--- src/rtl/vic_pkg.sv ---
package vic_pkg;
  localparam int A_MASK  = 0;
  localparam int A_STAT  = 1;
  localparam int A_VEC   = 2;
  localparam int A_ROUTE = 3;
  localparam int A_LATCH = 4;

  typedef enum logic [1:0] {
    BUS_IDLE = 2'd0,
    BUS_REG  = 2'd1,
    BUS_ACK  = 2'd2,
    BUS_SKIP = 2'd3
  } bus_state_e;

  // status bit that drives each discrete output pin
  function automatic int pin_src(input int pin);
    case (pin)
      0: pin_src = 3;
      1: pin_src = 1;
      2: pin_src = 5;
      3: pin_src = 0;
      default: pin_src = 4;
    endcase
  endfunction
endpackage

--- src/rtl/vic_regs.sv ---
module vic_regs #(
  parameter int NSRC    = 8,
  parameter int DW      = 8,
  parameter int AW      = 3,
  parameter int NPIN    = 5,
  parameter logic [DW-1:0] VEC_RST = 8'h0F
) (
  input  logic            clk,
  input  logic            rst_n,
  input  logic [NSRC-1:0] evt,
  input  logic            wr_stb,
  input  logic [AW-1:0]   addr,
  input  logic [DW-1:0]   wdata,
  output logic [DW-1:0]   rd_mux,
  output logic [NSRC-1:0] status_q,
  output logic [NSRC-1:0] mask_q,
  output logic [DW-1:0]   vector_q,
  output logic [NPIN-1:0] route_q,
  output logic [NPIN-1:0] latch_q
);
  import vic_pkg::*;

  always_ff @(posedge clk) begin
    if (!rst_n) begin
      status_q <= '0;
      mask_q   <= '0;
      vector_q <= VEC_RST;
      route_q  <= '0;
      latch_q  <= '0;
    end else begin
      status_q <= evt;
      if (wr_stb) begin
        case (int'(addr))
          A_MASK:  mask_q   <= wdata[NSRC-1:0];
          A_VEC:   vector_q <= wdata;
          A_ROUTE: route_q  <= wdata[NPIN-1:0];
          A_LATCH: latch_q  <= wdata[NPIN-1:0];
          default: ;
        endcase
      end
    end
  end

  always_comb begin
    case (int'(addr))
      A_MASK:  rd_mux = DW'(mask_q);
      A_STAT:  rd_mux = DW'(status_q);
      A_VEC:   rd_mux = vector_q;
      A_ROUTE: rd_mux = DW'(route_q);
      A_LATCH: rd_mux = DW'(latch_q);
      default: rd_mux = '0;
    endcase
  end


  mask_wr_chk: assert property (@(posedge clk) disable iff (!rst_n)
    (wr_stb && int'(addr) == A_MASK) |=> (mask_q == $past(wdata[NSRC-1:0])));


  stat_wr_ignored_chk: assert property (@(posedge clk) disable iff (!rst_n)
    (wr_stb && int'(addr) == A_STAT) |=>
      (mask_q == $past(mask_q) && vector_q == $past(vector_q) &&
       route_q == $past(route_q) && latch_q == $past(latch_q)));
endmodule

--- src/rtl/vic_bus.sv ---
module vic_bus #(
  parameter int DW = 8
) (
  input  logic          clk,
  input  logic          rst_n,
  input  logic          cs_n,
  input  logic          rw,
  input  logic          iack_n,
  input  logic          pend,
  input  logic [DW-1:0] rd_mux,
  input  logic [DW-1:0] vector_q,
  output logic          wr_stb,
  output logic          dtack_n,
  output logic          rdata_oe,
  output logic [DW-1:0] rdata
);
  import vic_pkg::*;

  bus_state_e    st_q;
  logic          dtack_q;
  logic          oe_q;
  logic [DW-1:0] rdata_q;

  // one write pulse, only on the edge that opens a register access
  assign wr_stb = (st_q == BUS_IDLE) && iack_n && !cs_n && !rw;

  always_ff @(posedge clk) begin
    if (!rst_n) begin
      st_q    <= BUS_IDLE;
      dtack_q <= 1'b0;
      oe_q    <= 1'b0;
      rdata_q <= '0;
    end else begin
      case (st_q)
        BUS_IDLE: begin
          if (!iack_n) begin
            if (pend) begin
              rdata_q <= vector_q;
              oe_q    <= 1'b1;
              dtack_q <= 1'b1;
              st_q    <= BUS_ACK;
            end else begin
              st_q    <= BUS_SKIP;
            end
          end else if (!cs_n) begin
            dtack_q <= 1'b1;
            oe_q    <= rw;
            if (rw) rdata_q <= rd_mux;
            st_q    <= BUS_REG;
          end
        end
        BUS_REG: if (cs_n) begin
          dtack_q <= 1'b0;
          oe_q    <= 1'b0;
          st_q    <= BUS_IDLE;
        end
        BUS_ACK: if (iack_n) begin
          dtack_q <= 1'b0;
          oe_q    <= 1'b0;
          st_q    <= BUS_IDLE;
        end
        default: if (iack_n) st_q <= BUS_IDLE;
      endcase
    end
  end

  assign dtack_n  = ~dtack_q;
  assign rdata_oe = oe_q;
  assign rdata    = rdata_q;


  dtack_cause_chk: assert property (@(posedge clk) disable iff (!rst_n)
    !dtack_n |-> ($past(!cs_n) || $past(!iack_n)));


  dtack_release_chk: assert property (@(posedge clk) disable iff (!rst_n)
    (cs_n && iack_n) |=> dtack_n);


  no_pend_ack_chk: assert property (@(posedge clk) disable iff (!rst_n)
    (st_q == BUS_IDLE && !iack_n && !pend) |=> (dtack_n && !rdata_oe));


  oe_with_dtack_chk: assert property (@(posedge clk) disable iff (!rst_n)
    rdata_oe |-> !dtack_n);
endmodule

--- src/rtl/vic_outsel.sv ---
module vic_outsel #(
  parameter int NSRC = 8,
  parameter int NPIN = 5
) (
  input  logic [NSRC-1:0] status_q,
  input  logic [NPIN-1:0] route_q,
  input  logic [NPIN-1:0] latch_q,
  output logic [NPIN-1:0] gp_out
);
  for (genvar i = 0; i < NPIN; i++) begin : g_pin
    localparam int SRC = vic_pkg::pin_src(i);
    assign gp_out[i] = route_q[i] ? ~status_q[SRC] : latch_q[i];
  end
endmodule

--- src/rtl/vec_irq_ctrl.sv ---
module vec_irq_ctrl #(
  parameter int NSRC = 8,
  parameter int DW   = 8,
  parameter int AW   = 3,
  parameter int NPIN = 5,
  parameter logic [DW-1:0] VEC_RST = 8'h0F
) (
  input  logic            clk,
  input  logic            rst_n,
  input  logic            cs_n,
  input  logic            rw,
  input  logic [AW-1:0]   addr,
  input  logic [DW-1:0]   wdata,
  input  logic            iack_n,
  input  logic [NSRC-1:0] evt,
  output logic [DW-1:0]   rdata,
  output logic            rdata_oe,
  output logic            dtack_n,
  output logic            irq_n,
  output logic [NPIN-1:0] gp_out
);
  logic            wr_stb;
  logic [DW-1:0]   rd_mux;
  logic [NSRC-1:0] status_q;
  logic [NSRC-1:0] mask_q;
  logic [DW-1:0]   vector_q;
  logic [NPIN-1:0] route_q;
  logic [NPIN-1:0] latch_q;
  logic            pend;

  vic_regs #(.NSRC(NSRC), .DW(DW), .AW(AW), .NPIN(NPIN), .VEC_RST(VEC_RST)) regs_i (
    .clk(clk), .rst_n(rst_n), .evt(evt), .wr_stb(wr_stb), .addr(addr),
    .wdata(wdata), .rd_mux(rd_mux), .status_q(status_q), .mask_q(mask_q),
    .vector_q(vector_q), .route_q(route_q), .latch_q(latch_q)
  );

  assign pend  = |(status_q & mask_q);
  assign irq_n = ~pend;

  vic_bus #(.DW(DW)) bus_i (
    .clk(clk), .rst_n(rst_n), .cs_n(cs_n), .rw(rw), .iack_n(iack_n),
    .pend(pend), .rd_mux(rd_mux), .vector_q(vector_q), .wr_stb(wr_stb),
    .dtack_n(dtack_n), .rdata_oe(rdata_oe), .rdata(rdata)
  );

  vic_outsel #(.NSRC(NSRC), .NPIN(NPIN)) outsel_i (
    .status_q(status_q), .route_q(route_q), .latch_q(latch_q), .gp_out(gp_out)
  );


  irq_needs_status_chk: assert property (@(posedge clk) disable iff (!rst_n)
    !irq_n |-> ($past(|evt) || $past(!irq_n)));
endmodule

--- config.mk ---
export PLATFORM = sky130hd
export DESIGN_NAME = vec_irq_ctrl
export DESIGN_NICKNAME = d
export VERILOG_FILES = /design/src/rtl/vic_pkg.sv /design/src/rtl/vic_regs.sv /design/src/rtl/vic_bus.sv /design/src/rtl/vic_outsel.sv /design/src/rtl/vec_irq_ctrl.sv
export SDC_FILE = /design/constraint.sdc
export NUM_CORES = 1
export LEC_CHECK = 0
export ABC_CLOCK_PERIOD_IN_PS = 1450
export BUFFER_PORTS_ARGS = -buffer_cell sky130_fd_sc_hd__buf_2
export CAP_MARGIN = 20
export CORE_ASPECT_RATIO = 0.9
export CORE_MARGIN = 2
export CORE_UTILIZATION = 40
export CTS_CLUSTER_DIAMETER = 200
export DETAILED_ROUTE_END_ITERATION = 10
export GPL_TIMING_DRIVEN = 0
export SETUP_SLACK_MARGIN = 0.2
export SLEW_MARGIN = 5
export SYNTH_ARGS = -nofsm -noshare
export SYNTH_HDL_FRONTEND = slang
export SYNTH_SLANG_ARGS = --single-unit
--- constraint.sdc ---
create_clock -name clk -period 1.45 [get_ports clk]
set_input_delay 0.0725 -clock clk [delete_from_list [all_inputs] [get_ports clk]]
set_output_delay 0.0725 -clock clk [all_outputs]
set_load 0.005 [all_outputs]
# Word-level counts from Yosys, hierarchy flattened
# Index checks and enable logic that the tools add are counted.
# op_classes
mux	25
reduce_logical	18
bitwise	8
n_eq_ne	12
# ops
operator	count
$pmux W8 S5	1
$mux W8	4
$mux W1	13
$and A8 B8 Y8	1
$mux W2	4
$ne A2 B2 Y1 const B	4
$reduce_and A2 Y1	4
$reduce_or A8 Y1	1
$not A1 Y1	7
$eq A3 B2 Y1 const B	2
$ne A3 B3 Y1 const B	2
$pmux W1 S3	2
$reduce_bool A3 Y1	2
$reduce_and A5 Y1	1
$pmux W2 S2	1
$reduce_and A4 Y1	1
$eq A3 B1 Y1 const B	1
$eq A3 B3 Y1 const B	1
$logic_and A1 B1 Y1	3
$logic_not A3 Y1	1
$reduce_and A3 Y1	1
$eq A2 B1 Y1 const B	1
$eq A2 B2 Y1 const B	1
$logic_not A1 Y1	2
2 further kinds	2
# word_totals
register_bits	46
input_bits	24

# Logic depth before layout (Yosys ltp)
# Gate-level depths: netlist of run 1.
# logic_depth
depth_word	5
depth_mapped	7
mapped_depth_nobuf	6

# Modules after synthesis
# Synthesis of run 1 repeated with hierarchy kept, for this count alone.
# unflattened
hier_cells	243
area_unflattened_um2	2378.5
# modules_own_cells
module	n_inst	cells_per_inst	area_per_inst_um2
vic_regs	1	151	1521.5
vic_bus	1	76	743.2
vic_outsel	1	10	68.8
vec_irq_ctrl	1	6	45.0

# Worst setup path after synthesis of run 1
# OpenSTA, ideal clock, no wires.
# synth_timing
path_kind	register to register
from	reg bus_i.st_q[0]
to	reg regs_i.mask_q[0]
arrival_ps	1449
path_stages_with_launch	8
period_less_slack_ps	1576
path_slack_ps	-126
path_cell_list	dfxtp_1 inv_1 ha_1 and4bb_1 and3b_1 buf_4 mux2i_1 nor2_1
# synth_between
elab_chain_len	5
# synth_lines
element	line_no	text
start: declaration	vic_bus.sv:19	bus_state_e st_q;
start signal: assignment	vic_bus.sv:29	st_q <= BUS_IDLE;
start signal: assignment	vic_bus.sv:41	st_q <= BUS_ACK;
start signal: assignment	vic_bus.sv:43	st_q <= BUS_SKIP;
$logic_not A2 Y1	vic_bus.sv:25	assign wr_stb = (st_q == BUS_IDLE) && iack_n && !cs_n && !rw;
$logic_and A1 B1 Y1 (3 in series)	vic_bus.sv:25	
$reduce_and A2 Y1 (no source line)	n/a	
end signal: assignment	vic_regs.sv:34	A_MASK: mask_q <= wdata[NSRC-1:0];
end: declaration	vic_regs.sv:16	output logic [NSRC-1:0] mask_q,
# No other way between the ends.
# A chain may end at the register's enable or synchronous reset.

# Worst setup path after layout of run 1
# layout_timing
from	reg bus_i.st_q[0]
to	reg regs_i.mask_q[7]
# The elaborated chain is that of the path after synthesis.

==> run summary, run 1 <==
The flow ran to the end, but the final reports show violations. The final reports fail on setup timing. For the number of antenna violations at the first check in global routing, the log shows 0. The number of antenna repair diodes is 0, and the clock skew after layout is 0.007492 ns. In this run, the number of DRC markers left after iteration 0 of detailed routing was 106. The tools report the final-layout fill cell count as 480.

The worst register-to-register path has a depth of 7. When the netlist entered floorplanning its net count stood at 250. The run gives 3188 µW as the total power. The detail-routed via count per cell came out at 5.184. In this run the worst setup path begins at bus_i.st_q[0].

The delay contributed by the slowest stage of the critical path works out to 0.34 ns. Along the worst path, the maximum fanout reaches 8. The share of cells above drive strength 1 was 0.3217. After the last flow step, the layout net total stands at 313. Global-route track usage on met1: 0.2967.

For the sequential fraction of the synthesis area, the log shows 0.4227. The worst min-delay path category is input port to flip-flop. The run gives 31 as the setup-violating endpoint count in the final report.

The relative max-transition margin was 0.5977; the post-detailed-routing wire length was 5.643 mm. The category of the most critical setup path is flip-flop to flip-flop. The tools report the total half-perimeter wirelength after legalization and detailed placement as 3.816 mm.

Setup repair after global routing could not meet its margin everywhere. Sorting the synthesized cells by area gives the leading types as sky130_fd_sc_hd__dfxtp_1, sky130_fd_sc_hd__mux2i_1, sky130_fd_sc_hd__nor2_1. The worst setup slack for register-to-register paths is -0.12 ns.

The maximum clock frequency was 636.1 MHz; the power density of the placed cells was 1116 nW/µm². The most common library cell in the layout ignoring fill and taps was sky130_fd_sc_hd__dfxtp_1. TritonCTS created 5 clock buffers. The tools report the number of global-route vias before repair as 1729. The worst setup path is launched from a flip-flop.

The area added between synthesis and finish is 31.19%. The die is 74.01 µm tall. The reg-to-reg critical path startpoint was bus_i.st_q[0]. The finished cells cover 2858 µm². In this run the tool buffered the top-level ports with 37 buffer cells. The mapped netlist covers 2178 µm².

The logs give 0.4145 for the starting density of the core and 0 for the number of violations of the max-capacitance limit. The total global routing track utilization was 0.2063; the per-instance average area after synthesis was 9.812 µm². Worst path setup slack after routing: -0.1220 ns. After clock tree synthesis, the clock-pin slew on the worst setup and hold paths is 0.08 ns.

The critical path data required time came out at 1.62 ns. The tightest hold margin is 0.02905 ns. The Yosys step of the flow raised 0 warnings.

The total count of max-transition violations in the final report is 0. The global-route track usage on met3 was 0.04248. The busiest metal layer after global routing is met2. The detailed router placed 1830 vias in this run. Clock tree synthesis found a total of 46 sinks. The first global-routing pass estimated 9.128 mm of wire. The final weighted congestion of routability-driven global placement is 0.7462.

The worst setup path is captured at a flip-flop. Summing all placed instances gives a cell area of 2475 µm². The fraction of met2 tracks used by global routing was 0.3035. Global routing finished with a remaining overflow of 0. Leaving out fill and tap cells, the most frequent cells in the layout are sky130_fd_sc_hd__dfxtp_1, sky130_fd_sc_hd__buf_2, sky130_fd_sc_hd__mux2i_1, sky130_fd_sc_hd__nor2_1, sky130_fd_sc_hd__a21oi_1. The die is 81.79 µm wide. The number of failing hold endpoints at the final stage is 0, and the number of placement rows is 25. Entering global routing, the biggest net connects 15 pins. The worst voltage drop across the vdd grid came out at 0.6112 mV. For the floorplan core area, the log shows 5255 µm². The fraction of synthesized cell area taken by the top area cell type was 0.4227; the actual slew at the worst max-slew pin was 0.6034 ns. The worst-skew pair later-pin latency is 0.30 ns. The tree is rooted in a sky130_fd_sc_hd__clkbuf_8. Synthesis instantiated 42 different standard cells from the library.

For the number of top-level pins, the log shows 40. Total die area: 6053 µm². Traced cell by cell, the critical path runs through inv_2, ha_4, and4bb_4, and3b_1, buf_6, mux2i_1, nor2_1.

For this design the static power due to leakage is 0.001278 µW. The worst flop-to-flop path endpoint is regs_i.mask_q[7]. In this run the deepest clock path goes through 2 buffers.

sky130_fd_sc_hd__dfxtp_1 takes more of the synthesized area than any other cell. The routed length per instance was 15.99 µm. Subtracting the final worst setup slack from the clock period gives 1.572 ns. The logs give 4 for the detailed-routing iteration count for the pre-antenna-repair pass and 0 for the final antenna-violating net count. TritonCTS built the clock tree. Period utilization: 1.084. The most critical setup path has its endpoint at regs_i.mask_q[7].

For this design, the slowest cell found on the critical path is sky130_fd_sc_hd__dfxtp_2. The synthesis-stage register bit count works out to 46. After detailed routing, the number of remaining DRC violations is 0.

For the worst setup path, the data arrival time is 1.74 ns. The number of cells produced by synthesis was 222; the H-tree level count was 2.
==> worst min-delay path by stage <==
stage,endpoint,from,slack [ns],cells after the start
floorplan,regs_i.status_q[0],rst_n,0.19,1
global placement,regs_i.status_q[5],evt[5],0.28,2
detailed placement,regs_i.status_q[1],evt[1],0.28,2
CTS,regs_i.vector_q[6],wdata[6],0.02,3
global route,regs_i.mask_q[5],wdata[5],0.04,3
finish,regs_i.vector_q[5],wdata[5],0.03,3
==> state kept, by name (all words and copies together), names as in the netlist <==
| name | cells |
|---|---|
| bus_i.rdata | 8 |
| regs_i.mask_q | 8 |
| regs_i.status_q | 8 |
| regs_i.vector_q | 8 |
| regs_i.latch_q | 5 |
| regs_i.route_q | 5 |
| bus_i.st_q | 2 |
| bus_i.dtack_q | 1 |
| bus_i.rdata_oe | 1 |
==> critical path: cells and delay by family (launching register included) <==
kind | cells | cell delay [ns]
simple gates | 3 | 0.51
buf+inv | 2 | 0.24
mux | 1 | 0.20
flops | 1 | 0.34
fa+ha+maj | 1 | 0.14
==> where the power goes <==
part | internal (µW) | leakage, µW | switching [µW]
clock | 735 | 0.0000714 | 432
sequential | 1340 | 0.000377 | 54.1
combinational | 314 | 0.000830 | 311
==> synthesized netlist by cell type <==
| master | number |
|---|---|
| sky130_fd_sc_hd__and4_1 | 1 |
| sky130_fd_sc_hd__o2bb2ai_1 | 5 |
| sky130_fd_sc_hd__a221oi_2 | 1 |
| sky130_fd_sc_hd__and3b_1 | 1 |
| sky130_fd_sc_hd__a211oi_2 | 3 |
| sky130_fd_sc_hd__or3b_1 | 1 |
| sky130_fd_sc_hd__clkbuf_1 | 3 |
| sky130_fd_sc_hd__o21ai_0 | 4 |
| sky130_fd_sc_hd__nor3b_2 | 1 |
| sky130_fd_sc_hd__buf_4 | 1 |
| sky130_fd_sc_hd__or2b_2 | 1 |
| sky130_fd_sc_hd__nand2_1 | 9 |
| sky130_fd_sc_hd__nor3_1 | 1 |
| sky130_fd_sc_hd__a211oi_1 | 6 |
| sky130_fd_sc_hd__nor2_1 | 34 |
| sky130_fd_sc_hd__a311o_1 | 1 |
| sky130_fd_sc_hd__nand3_2 | 1 |
| sky130_fd_sc_hd__nand4_4 | 1 |
| sky130_fd_sc_hd__and2_1 | 8 |
| sky130_fd_sc_hd__buf_6 | 1 |
| sky130_fd_sc_hd__inv_1 | 6 |
| sky130_fd_sc_hd__dfxtp_1 | 46 |
| sky130_fd_sc_hd__buf_2 | 4 |
| sky130_fd_sc_hd__a222oi_1 | 5 |
| sky130_fd_sc_hd__nand4b_1 | 1 |
| sky130_fd_sc_hd__and2_4 | 1 |
| sky130_fd_sc_hd__clkbuf_8 | 1 |
| sky130_fd_sc_hd__nand3_1 | 1 |
| sky130_fd_sc_hd__a21bo_1 | 1 |
| sky130_fd_sc_hd__a31o_2 | 1 |
| sky130_fd_sc_hd__mux2i_1 | 36 |
| sky130_fd_sc_hd__nor2b_1 | 1 |
| sky130_fd_sc_hd__ha_1 | 4 |
| sky130_fd_sc_hd__a21boi_2 | 1 |
| sky130_fd_sc_hd__nor4b_2 | 1 |
| sky130_fd_sc_hd__nand2b_1 | 2 |
| sky130_fd_sc_hd__o31ai_1 | 1 |
| sky130_fd_sc_hd__a21oi_1 | 17 |
| sky130_fd_sc_hd__a21o_1 | 2 |
| sky130_fd_sc_hd__and4bb_1 | 1 |
| sky130_fd_sc_hd__and2_2 | 1 |
| sky130_fd_sc_hd__a22oi_1 | 4 |
==> repair_timing <==
action / in CTS / in global routing
hold endpoints to repair: 8 / 0
hold buffers: 8 / 0
endpoints found under the setup margin: 38 / 38
setup buffers: 7 / 4
gates resized for setup: 13 / 6
pin swaps: 3 / 5
==> cell type report <==
cell class	count	area [µm²]	area share
Sequential cell	46	928.4	0.3249
Clock inverter	2	60.06	0.02102
Tap cell	67	83.83	0.02933
Inverter	6	25.02	0.008757
Clock buffer	6	82.58	0.02890
Timing Repair Buffer	56	361.6	0.1265
Multi-Input combinational cell	160	1249	0.4370
Buffer	10	67.56	0.02364
==> routing by layer <==
metal / share of wire / routed length [µm] / vias up
met3: 0.046 / 258 / 7
met2: 0.45 / 2531 / 44
li1: - / - / 930
met4: 0.020 / 114 / 0
met5: 0 / 0 / -
met1: 0.49 / 2739 / 849
==> per-stage QoR <==
stage	cells	TNS (ns)	worst slack, ns	utilization
finish	353	-2.519	-0.1220	0.5438
global route	353	-4.807	-0.1975	0.5438
CTS	349	-2.725	-0.1388	0.5336
detailed placement	326	-7.524	-0.3826	0.4710
global placement	326	-6.099	-0.3189	0.4710
floorplan	222	-0.09472	-0.007455	-
==> cells by family (layout without fill, tap and decap cells) <==
logic type                 Yosys count  in the layout  synth area share
and+or+nand+nor                     68             68            0.1706
AOI/OAI and AO/OA                   52             52            0.1786
DFF                                 46             46            0.4227
muxes                               36             36            0.1654
buffers and inverters               16             80           0.03963
adders and majority gates            4              4           0.02298
Note: power is estimated with default switching activity, not from simulation.
==> run 2, diff against run 1 <==
- CORE_ASPECT_RATIO: 0.9 -> 0.8
==> run summary, run 2 (synthesized netlist as in run 1, its figures left out) <==
The number of antenna violations at the first check in global routing is 0 (unchanged). The tools report the TritonCTS buffer count as 5 (unchanged). The maximum clock frequency was 637.3 MHz (was 636.1 MHz); the remaining routing DRC violations was 0 (unchanged). Commonest cells after routing, fill and taps aside: sky130_fd_sc_hd__dfxtp_1, sky130_fd_sc_hd__buf_2, sky130_fd_sc_hd__mux2i_1, sky130_fd_sc_hd__nor2_1, sky130_fd_sc_hd__a21oi_1 (unchanged).

The starting density of the core was 0.4075 (was 0.4145); the largest net degree at the start of global routing was 14 (was 15). The logs give 0.8152 (was 0.7462) for the final weighted congestion of routability-driven global placement and 46 (unchanged) for the clock sink total. The category of the most critical setup path was flip-flop to flip-flop (unchanged).

TritonCTS built the clock tree. The kind of end point of the critical path was a flip-flop (unchanged). For the total die area, the log shows 6056 µm² (was 6053 µm²). For the first-iteration detailed-routing DRC count, the log shows 140 (was 106). Setup repair after global routing could not meet its margin everywhere. Number of violations of the max-capacitance limit: 0 (unchanged). For the data arrival time at the worst-slack endpoint, the log shows 1.74 ns (about the same). The clock-pin slew of the registers on the worst-case setup and hold paths was 0.08 ns (about the same); the pre-CTS setup slack was -0.3105 ns (was -0.3826 ns). The number of antenna repair diodes is 0 (unchanged). The period utilization is 1.082 (was 1.084), and the worst-case clock buffer depth is 2 (unchanged). Floorplan core area: 5345 µm² (was 5255 µm²).

The clock root buffer was sky130_fd_sc_hd__clkbuf_8 (unchanged). Setup-violating endpoint count in the final report: 31 (unchanged). The element type at the critical path start is a flip-flop (unchanged). The maximum fanout encountered on the critical timing path came out at 5 (was 8). The share of cells above drive strength 1 was 0.3368 (was 0.3217); the number of top-level pins was 40 (unchanged).

The worst min-delay path category is input port to flip-flop (unchanged). The detail-routed via count per cell works out to 5.250 (was 5.184). For the relative max-transition margin, the log shows 0.5960 (was 0.5977).

The tools report the post-detailed-routing wire length as 5.667 mm (was 5.643 mm). The global-route wire length before repair was 9.328 mm (was 9.128 mm); the worst voltage drop across the vdd grid was 0.3780 mV (was 0.6112 mV). The number of global-route vias before repair is 1812 (was 1729).

The number of standard cells in the final layout excluding fillers was 356 (was 353); the final antenna-violating net count was 0 (unchanged). Horizontal extent of the die: 86.51 µm (was 81.79 µm). The area added between synthesis and finish came out at 31.30% (was 31.19%). Most common library cell in the layout ignoring fill and taps: sky130_fd_sc_hd__dfxtp_1 (unchanged).

Violations in the final reports: setup timing (unchanged). The tools report the overflow left after global routing as 0 (unchanged). The worst path setup slack after routing was -0.1191 ns (was -0.1220 ns). The time the final worst path needs with I/O delays and setup was 1.569 ns (was 1.572 ns); the detailed-routing iteration count for the pre-antenna-repair pass was 4 (unchanged). The run finished, with violations left. For the total half-perimeter wirelength after legalization and detailed placement, the log shows 3.907 mm (was 3.816 mm). The overall die height was 70.01 µm (was 74.01 µm); the total of buffers placed on input and output ports was 37 (unchanged). The routed length per instance is 15.92 µm (was 15.99 µm), and the total count of max-transition violations in the final report is 0 (unchanged). The H-tree level count was 2 (unchanged); the tightest hold margin was 0.01543 ns (was 0.02905 ns).

The number of failing hold endpoints at the final stage is 0 (unchanged). Clock skew after layout: 0.004983 ns (was 0.007492 ns). The tools report the final net count as 318 (was 313). The logs give 0.30 ns (about the same) for the worst-skew pair later-pin latency and 1.62 ns (about the same) for the critical path data required time. The power density of the placed cells is 1001 nW/µm² (was 1116 nW/µm²), and the number of vias in the routed layout is 1869 (was 1830). For the total global routing track utilization, the log shows 0.2009 (was 0.2063).

The number of placement rows came out at 24 (was 25). The leakage power was 0.001283 µW (was 0.001278 µW); the placed instance count was 324 (was 326). The total power was 2863 µW (was 3188 µW); the actual slew at the worst max-slew pin was 0.6044 ns (was 0.6034 ns). For the utilization after layout, the log shows 0.5351 (was 0.5438).
==> run 2: critical path, stage by stage, from the launching register on <==
cell,delay [ns]
sky130_fd_sc_hd__dfxtp_4,0.38
sky130_fd_sc_hd__inv_4,0.04
sky130_fd_sc_hd__ha_4,0.15
sky130_fd_sc_hd__and4bb_2,0.25
sky130_fd_sc_hd__buf_4,0.14
sky130_fd_sc_hd__buf_6,0.11
sky130_fd_sc_hd__nand3_4,0.13
sky130_fd_sc_hd__mux2i_1,0.19
sky130_fd_sc_hd__nor2_1,0.05
==> run 2: final timing paths <==
check | startpoint | endpoint | slack, ns | cells after the start
min reg2reg | bus_i.rdata_oe | bus_i.rdata_oe | 0.46 | 2
max | bus_i.st_q[0] | regs_i.latch_q[1] | -0.12 | 8
min | wdata[5] | regs_i.vector_q[5] | 0.02 | 3
max reg2reg | bus_i.st_q[0] | regs_i.latch_q[1] | -0.12 | 8
==> run 2: power by group <==
group / internal (µW) / switching (µW)
Sequential: 1340 / 53.8
Combinational: 333 / 322
Clock: 385 / 426
Total: 2060 / 801
==> run 2: area by class of cell <==
cell class,instances,area [µm²]
Buffer,10,67.56
Fill cell,518,2485
Tap cell,65,81.33
Timing Repair Buffer,61,402.9
Inverter,6,27.53
Multi-Input combinational cell,160,1259
Clock buffer,7,86.33
Clock inverter,1,5.005
Sequential cell,46,930.9
==> run 2: per-layer routing <==
layer	GRT usage	vias up	wire (µm)
met1	0.2937	882	2832
met5	0	-	0
met4	0.06076	0	65
met3	0.05437	7	279
li1	-	942	-
met2	0.2872	38	2490
==> run 2: what timing repair did <==
item | 4_1_cts | 5_1_grt
endpoints found under the setup margin | 38 | 38
setup buffers | 13 | 3
pin swaps | 5 | 4
endpoints found under the hold margin | 8 | 0
resized for setup | 16 | 9
hold buffers | 8 | 0
==> run 2: through the flow <==
stage / instance area [µm²] / setup TNS (ns)
4_1_cts: 2806 / -1.965
3_3_place_gp: 2472 / -6.645
5_1_grt: 2860 / -5.032
6_report: 2860 / -2.304
3_5_place_dp: 2472 / -6.692
2_1_floorplan: 2206 / -0.09472
==> run 3, diff against run 2 <==
--- a/config.mk
+++ b/config.mk
@@ -15,4 +15,5 @@
 export DETAILED_ROUTE_END_ITERATION = 10
 export GPL_TIMING_DRIVEN = 0
+export HOLD_SLACK_MARGIN = 0.1
 export SETUP_SLACK_MARGIN = 0.2
 export SLEW_MARGIN = 5
==> constraint.sdc (replaced) <==
create_clock -name clk -period 1.45 [get_ports clk]
set_input_delay 0.29 -clock clk [delete_from_list [all_inputs] [get_ports clk]]
set_output_delay 0.29 -clock clk [all_outputs]
set_load 0.005 [all_outputs]
==> run summary, run 3 (synthesized netlist as in run 1, its figures left out) <==
The run gives 1882 (was 1869) as the number of vias in the routed layout. The horizontal extent of the die was 86.51 µm (unchanged); the number of placement rows was 24 (unchanged). Setup repair after global routing could not meet its margin everywhere.

Data arrival time at the worst-slack endpoint: 1.76 ns (was 1.74 ns). For the starting density of the core, the log shows 0.4075 (unchanged). Most common library cell in the layout ignoring fill and taps: sky130_fd_sc_hd__buf_2 (was sky130_fd_sc_hd__dfxtp_1). The sequential power share is 0.458 (was 0.488), and the switching power is 829.2 µW (was 801.2 µW). The period utilization was 1.102 (was 1.082). The tools report the global-route wire length before repair as 9.466 mm (was 9.328 mm). Violations in the final reports: setup timing (unchanged). The run gives 311 (was 318) as the final net count.

The area added between synthesis and finish was 32.62% (was 31.30%); the detailed-routing iteration count for the pre-antenna-repair pass was 5 (was 4). The share of cells above drive strength 1 came out at 0.4331 (was 0.3368). The number of global-route vias before repair is 1839 (was 1812), and the number of antenna repair diodes is 0 (unchanged). The number of top-level pins was 40 (unchanged).

Overflow left after global routing: 0 (unchanged). Remaining routing DRC violations: 0 (unchanged). The worst min-delay path category is input port to flip-flop (unchanged). Critical path, cell by cell: inv_4, ha_4, and4bb_4, and3b_1, buf_6, mux2i_2, nor2_1 (was inv_4, ha_4, and4bb_2, buf_4, buf_6, nand3_4, mux2i_1, nor2_1).

The clock root buffer is sky130_fd_sc_hd__clkbuf_8 (unchanged). For the combinational cell fraction of total power, the log shows 0.236 (was 0.229). The total die area was 6056 µm² (unchanged). For the worst voltage drop across the vdd grid, the log shows 0.4501 mV (was 0.3780 mV).

The run gives 0.01378 ns (was 0.004983 ns) as the clock skew after layout. The number of buffer and inverter instances along the worst setup path is 2 (was 3), and the worst-case clock buffer depth is 2 (unchanged). Commonest cells after routing, fill and taps aside: sky130_fd_sc_hd__buf_2, sky130_fd_sc_hd__mux2i_1, sky130_fd_sc_hd__nor2_1, sky130_fd_sc_hd__dfxtp_1, sky130_fd_sc_hd__buf_4 (was sky130_fd_sc_hd__dfxtp_1, sky130_fd_sc_hd__buf_2, sky130_fd_sc_hd__mux2i_1, sky130_fd_sc_hd__nor2_1, sky130_fd_sc_hd__a21oi_1). The overall die height works out to 70.01 µm (unchanged). For the total global routing track utilization, the log shows 0.2036 (was 0.2009).

The post-detailed-routing wire length is 5.880 mm (was 5.667 mm), and the final instance area is 2889 µm² (was 2860 µm²). The total power is 3062 µW (was 2863 µW). The run gives -0.1480 ns (was -0.1191 ns) as the worst path setup slack after routing.

The element type at the critical path start is a flip-flop (unchanged). For the clock sink total, the log shows 46 (unchanged). TritonCTS built the clock tree.

Number of violations of the max-capacitance limit: 0 (unchanged). The detail-routed via count per cell works out to 5.393 (was 5.250). The run gives 131 (was 140) as the first-iteration detailed-routing DRC count. The run gives 1.61 ns (was 1.62 ns) as the critical path data required time. The category of the most critical setup path was flip-flop to flip-flop (unchanged). The power density of the placed cells is 1060 nW/µm² (was 1001 nW/µm²). The run gives 0.30 ns (about the same) as the worst-skew pair later-pin latency. The number of failing hold endpoints at the final stage was 0 (unchanged). TritonCTS buffer count: 5 (unchanged). The maximum fanout encountered on the critical timing path was 8 (was 5); the clock-pin slew of the registers on the worst-case setup and hold paths was 0.09 ns (was 0.08 ns). The H-tree level count is 2 (unchanged). The flow ran to the end, but the final reports show violations.

The placed instance area is 2475 µm² (was 2472 µm²), and the largest net degree at the start of global routing is 14 (unchanged). For the total half-perimeter wirelength after legalization and detailed placement, the log shows 3.905 mm (was 3.907 mm). The logs give 0.8086 (was 0.8152) for the final weighted congestion of routability-driven global placement and 5345 µm² (unchanged) for the floorplan core area. The number of antenna violations at the first check in global routing came out at 0 (unchanged). The actual slew at the worst max-slew pin is 0.6026 ns (was 0.6044 ns). The time the final worst path needs with I/O delays and setup came out at 1.598 ns (was 1.569 ns). The library cell contributing the largest single delay on the critical path is sky130_fd_sc_hd__dfxtp_4 (unchanged). The switching fraction of total power came out at 0.2708 (was 0.2799).

The run gives 0.5982 (was 0.5960) as the relative max-transition margin. The total of buffers placed on input and output ports is 37 (unchanged), and the leakage power is 0.001277 µW (was 0.001283 µW). The kind of end point of the critical path is a flip-flop (unchanged). The proportion of power drawn by the clock network came out at 0.306 (was 0.283).

Cell family with the largest share of critical-path delay: simple AND/OR/NAND/NOR gates (unchanged). The run gives 2232 µW (was 2061 µW) as the internal power. The cts-stage hold buffer count was 0 (was 8); the setup-violating endpoint count in the final report was 22 (was 31). The routed length per instance was 16.85 µm (was 15.92 µm); the final antenna-violating net count was 0 (unchanged). The maximum clock frequency is 625.8 MHz (was 637.3 MHz). The delay contributed by the slowest stage of the critical path works out to 0.36 ns (was 0.38 ns).

For the total count of max-transition violations in the final report, the log shows 0 (unchanged).
==> run 3: timing repair <==
action | CTS | global route
pin swaps | 9 | 8
endpoints found under the setup margin | 41 | 43
gates resized for setup | 34 | 21
buffers inserted | 15 | 2
endpoints found under the hold margin | 0 | 0
==> run 3: through the flow <==
stage	hold WS, ns	TNS [ns]	setup WS (ns)	std cells	util
2_1_floorplan	0.4117	-0.09472	-0.007455	222	-
3_3_place_gp	0.4430	-7.352	-0.3152	324	0.4630
3_5_place_dp	0.4562	-7.274	-0.3018	324	0.4630
4_1_cts	0.1894	-1.751	-0.1390	347	0.5276
5_1_grt	0.1867	-4.164	-0.2382	349	0.5405
6_report	0.1882	-1.710	-0.1480	349	0.5405
==> run 3: cell type report <==
cell class	count	area [µm²]
Clock inverter	1	30.03
Clock buffer	7	76.32
Timing Repair Buffer	54	336.6
Inverter	6	27.53
Tap cell	65	81.33
Fill cell	510	2456
Buffer	10	78.83
Sequential cell	46	947.2
Multi-Input combinational cell	160	1311
==> run 3: path summary, 6_finish.rpt <==
kind	start	cells past startpoint	endpoint	slack, ns
worst max-delay path	bus_i.st_q[1]	7	regs_i.mask_q[2]	-0.15
worst min-delay path	evt[5]	2	regs_i.status_q[5]	0.19
worst max register to register	bus_i.st_q[1]	7	regs_i.mask_q[2]	-0.15
worst min register to register	bus_i.rdata_oe	2	bus_i.rdata_oe	0.46
==> run 3: power groups by stage <==
stage	clock network, µW	logic (µW)	registers, µW
after floorplan	0	347	1410
after global placement	0	514	1420
after detailed placement	0	518	1420
after CTS	955	669	1400
after global routing	1010	781	1410
final	936	723	1400
==> run 3: routing by layer <==
metal	part of all wire	wire, µm	up-vias	track usage
li1	-	-	923	-
met1	0.49	2894	902	0.2892
met2	0.43	2557	48	0.3034
met3	0.051	297	9	0.04492
met4	0.022	131	0	0.07118
met5	0	0	-	0
